$ cat config.mk
export PLATFORM = sky130hd
export DESIGN_NAME = sflag_ctl
export DESIGN_NICKNAME = d
export VERILOG_FILES = /design/src/rtl/sflag_pkg.sv /design/src/rtl/sflag_ctl_reg.sv /design/src/rtl/sflag_bound_sel.sv /design/src/rtl/sflag_lane.sv /design/src/rtl/sflag_ctl.sv
export SDC_FILE = /design/constraint.sdc
export NUM_CORES = 1
export LEC_CHECK = 0
export CAP_MARGIN = 20
export CORE_AREA = 2 2 52 54
export CTS_CLUSTER_SIZE = 8
export DETAILED_ROUTE_END_ITERATION = 12
export DIE_AREA = 0 0 54 56
export PLACE_DENSITY = 0.73
export SYNTH_ARGS = -nofsm -noshare
export SYNTH_HDL_FRONTEND = slang
export SYNTH_SLANG_ARGS = --single-unit
$ cat constraint.sdc
create_clock -name clk -period 0.9 [get_ports clk]
set_input_delay 0.135 -clock clk [delete_from_list [all_inputs] [get_ports clk]]
set_output_delay 0.135 -clock clk [all_outputs]
set_load 0.01 [all_outputs]
$ cat src/rtl/sflag_pkg.sv
package sflag_pkg;
  localparam int CTL_W    = 24;
  localparam int N_FLAG   = 3;
  localparam int SYNC_BIT = 6;
  localparam int EXCL_BIT = 7;
  localparam int AUX_BIT  = 8;
  localparam int FS_LANE  = 1;

  typedef enum logic {BND_FRAME = 1'b0, BND_SLOT = 1'b1} bnd_kind_e;

  function automatic logic [CTL_W-1:0] wr_mask();
    logic [CTL_W-1:0] m;
    m = '0;
    for (int i = 0; i < N_FLAG; i++) m[i] = 1'b1;
    m[SYNC_BIT] = 1'b1;
    m[EXCL_BIT] = 1'b1;
    m[AUX_BIT]  = 1'b1;
    return m;
  endfunction
endpackage

$ cat src/rtl/sflag_ctl_reg.sv
module sflag_ctl_reg #(
  parameter int W = 24,
  parameter logic [W-1:0] MASK = '1
) (
  input  logic         clk,
  input  logic         rst,
  input  logic         soft_rst,
  input  logic         wr_en,
  input  logic [W-1:0] wdata,
  output logic [W-1:0] ctl_q
);
  always_ff @(posedge clk) begin
    if (rst || soft_rst) ctl_q <= '0;
    else if (wr_en)      ctl_q <= wdata & MASK;
  end
endmodule

$ cat src/rtl/sflag_bound_sel.sv
module sflag_bound_sel
  import sflag_pkg::*;
(
  input  logic net_mode,
  input  logic frame_start,
  input  logic slot_start,
  output logic bound
);
  bnd_kind_e kind;
  always_comb begin
    kind  = net_mode ? BND_SLOT : BND_FRAME;
    bound = (kind == BND_SLOT) ? slot_start : frame_start;
  end
endmodule

$ cat src/rtl/sflag_lane.sv
module sflag_lane (
  input  logic clk,
  input  logic rst,
  input  logic claim,
  input  logic bound,
  input  logic flag_bit,
  output logic oe_q,
  output logic do_q
);
  always_ff @(posedge clk) begin
    if (rst) begin
      oe_q <= 1'b0;
      do_q <= 1'b0;
    end else begin
      oe_q <= claim;
      if (claim && bound) do_q <= flag_bit;
    end
  end
endmodule

$ cat src/rtl/sflag_ctl.sv
module sflag_ctl
  import sflag_pkg::*;
#(
  parameter int W  = CTL_W,
  parameter int NF = N_FLAG
) (
  input  logic          clk,
  input  logic          rst,
  input  logic          soft_rst,
  input  logic          wr_en,
  input  logic [W-1:0]  wdata,
  output logic [W-1:0]  rdata,
  input  logic          net_mode,
  input  logic [NF-1:0] dir,
  input  logic          frame_start,
  input  logic          slot_start,
  output logic [NF-1:0] pin_oe,
  output logic [NF-1:0] pin_do
);
  localparam logic [W-1:0] MASK = W'(wr_mask());

  logic [W-1:0]  ctl_q;
  logic          bound;
  logic [NF-1:0] claim;

  sflag_ctl_reg #(.W(W), .MASK(MASK)) u_reg (
    .clk(clk), .rst(rst), .soft_rst(soft_rst),
    .wr_en(wr_en), .wdata(wdata), .ctl_q(ctl_q)
  );

  sflag_bound_sel u_bnd (
    .net_mode(net_mode), .frame_start(frame_start),
    .slot_start(slot_start), .bound(bound)
  );

  for (genvar i = 0; i < NF; i++) begin : g_lane
    if (i == FS_LANE) begin : g_excl
      assign claim[i] = ctl_q[SYNC_BIT] & dir[i] & ~ctl_q[EXCL_BIT];
    end else begin : g_plain
      assign claim[i] = ctl_q[SYNC_BIT] & dir[i];
    end
    sflag_lane u_lane (
      .clk(clk), .rst(rst), .claim(claim[i]), .bound(bound),
      .flag_bit(ctl_q[i]), .oe_q(pin_oe[i]), .do_q(pin_do[i])
    );
  end

  assign rdata = ctl_q;
endmodule

==> flow_metrics.tcl <==
set metrics [dict create \
    slowest_stage "clkdlybuf4s50_1" \
    synth_cells 71 \
    num_rows 18 \
    rr_startpoint "u_reg.ctl_q[7]" \
    grt_pass1_wl_um 1840 \
    h-tree-depth 1 \
    finalWorstSetupSlack_ns 0.0334 \
    vias_per_cell 3.72 \
    netSwitchingFraction_pct 23.7 \
    final_common_cell "conb_1" \
    ys_ff_latch 12 \
    ir_drop_uv 731 \
    register_area_um2 253 \
    fillers 271 \
    synth_top_area_cell "dfxtp_1" \
    synth_top_area_share_pct 34.3 \
    numCtsBuffers 3 \
    rsz0062_at_grt "true" \
    p_per_area_nw_per_um2 1240 \
    cts.clk_slew.worst_paths_ns 0.08 \
    overflow 0 \
    wirelength_um 1300 \
    critPathTopFamily "buffers and inverters" \
    ant_nets 0 \
    p_leak_nw 0.509 \
    ios 64 \
    pre_cts_slack_ns -0.407 \
    p_clk_share_pct 35.6 \
    area_growth_pct 37.0 \
    io_buffer_count 27 \
    grt_max_degree 9 \
    post_cts_buffers 0 \
    final.setup.tns_ns 0 \
    p_comb_share_pct 18.3 \
    synth_cell_type_count 16 \
    drv_cap 0 \
    insertion_delay_ns 0.27 \
    place_congestion 0.674 \
    worst_clock_skew_ns 0.00474 \
    die-area_um2 3020 \
    path_class "in -> reg" \
    power.switching_w 0.000281 \
    cts_max_path_buffers 2 \
    ys_seq_area_share_pct 34.3 \
    cp.arrival_ns 1.03 \
    grt_util_all_layers_pct 8.59 \
    critical_path_buf_inv_count 2 \
    avgSynthCellArea_um2 9.87 \
    tritoncts "yes" \
    r2r_cells 3 \
    finalCritPeriodShare_pct 96.3 \
    hold_path_depth 3 \
    cp.required_ns 1.06 \
    die_h_um 56 \
    setup_viol 0 \
    max_stage_delay_ns 0.50 \
    critPathMaxFanout 6 \
    hp-start "rst" \
    synth-warning-count 0 \
    fmax_mhz 1150 \
    power_frac_seq_pct 46.1 \
    hpwlAfterDp_um 1080 \
    core_area_um2 2430 \
    dr.pass1.iters 1 \
    startpoint_type "input port" \
    antenna_cells 0 \
    period_needed_ns 0.867 \
    antenna_found_initial 0 \
    first_global_vias 440 \
    synthTopCellsByArea "dfxtp_1 34%, buf_4 29%, mux2i_1 13%" \
    cts_num_sinks 12 \
    drc 0 \
    hold_end "g_lane[1].u_lane.do_q" \
    status "completed" \
    num_vias 483 \
    placed_cell_area_um2 960 \
    multi_input_area_um2 324 \
    drive_gt1_share_pct 47.0 \
    drv_slew 0 \
    worstHoldPathType "in -> reg" \
    p_int_w 0.000907 \
    initialDrtViolationCount 0 \
    reg2reg_to "g_lane[1].u_lane.do_q" \
    die_w_um 54 \
    nNetsFinal 135 \
    cts-root-buf "clkbuf_4" \
    final_area_um2 960 \
    synth_area_um2 701 \
    wl_per_cell_um 9.98 \
    hold_violations 0 \
    crit_chain "clkdlybuf4s50_1 > buf_12 > mux2i_1 > nor2_2" \
    final_cell_mix "18 x conb_1, 12 x buf_2, 11 x clkdlybuf4s50_1" \
    initial_core_util_pct 28.8 \
    cp-end-kind "register" \
    reg2reg_slack_ns 0.06 \
]
[worst register-to-register path: cells and delay by family (launching register included)]
family	cells	cell delay, ns
flops	1	0.32
simple gates	1	0.16
buf+inv	1	0.13
mux	1	0.13
[what timing repair did]
action                     in CTS  in global routing
setup endpoints to repair      15                  5
gates cloned                    0                  0
hold buffers                    0                  0
pin swaps                       0                  1
resized for setup              61                  3
[final cells by class]
class	count	area share (%)
clock buffer	4	3.78
multi-input combinational	47	33.8
sequential	12	26.3
tap	30	3.91
timing repair buffer	37	32.2
[per-stage QoR]
stage	cells	hold slack (ns)	utilization, %	power [W]
2_1_floorplan	88	0.213	-	0.000721
3_3_place_gp	126	0.487	39.5	0.000782
3_5_place_dp	126	0.491	39.5	0.000786
4_1_cts	130	0.477	39.1	0.00120
5_1_grt	130	0.235	39.5	0.00125
6_report	130	0.193	39.5	0.00119
[cells in the mapped netlist, drive strengths merged]
cell    instances
or2             1
nand3           2
nor4bb          1
nor2            6
nand4b          1
mux2            1
conb            1
mux2i           9
clkbuf          1
or2b            1
dfxtp          12
and3b           2
nand2b          5
buf            28
[worst max-delay path by stage]
| stage | startpoint | to | slack [ns] | depth (start not counted) |
|---|---|---|---|---|
| after global placement | net_mode | g_lane[2].u_lane.do_q | -0.37 | 4 |
| after CTS | u_reg.ctl_q[1] | rdata[1] | 0.03 | 1 |
| final | wr_en | u_reg.ctl_q[7] | 0.03 | 4 |
| after global routing | wr_en | u_reg.ctl_q[1] | -0.001 | 4 |
| after detailed placement | net_mode | g_lane[1].u_lane.do_q | -0.41 | 4 |
| after floorplan | u_reg.ctl_q[6] | g_lane[1].u_lane.do_q | 0.09 | 2 |
[power by group through the flow]
| stage | clock [W] | sequential [W] | combinational, W |
|---|---|---|---|
| global route | 0.000467 | 0.000549 | 0.000235 |
| CTS | 0.000435 | 0.000548 | 0.000217 |
| detailed placement | 0 | 0.000559 | 0.000227 |
| global placement | 0 | 0.000558 | 0.000223 |
| floorplan | 0 | 0.000562 | 0.000159 |
| finish | 0.000423 | 0.000548 | 0.000217 |
[flip-flops by register name (all words and copies together) (netlist names)]
| name | count |
|---|---|
| u_reg.ctl_q | 6 |
| g_lane.u_lane.do_q | 3 |
| g_lane.u_lane.oe_q | 3 |
[per-layer routing]
layer  share of wire [%]  global-route usage, %  routed length, um
met3                  14                   5.11                179
met1                  32                   8.18                414
met4                   0                   1.07                  0
met2                  54                   15.7                704
met5                   0                      0                  0
[cell families (layout without fill, tap and decap cells)]
family                 Yosys count  count (layout)  synth area share, %
flip-flops                      12              12                 34.3
other                            1              18                0.535
buffers and inverters           29              41                 30.4
multiplexers                    10              10                 15.0
AND/OR/NAND/NOR                 19              19                 19.8
No activity file was read; power rests on OpenSTA's default activity.
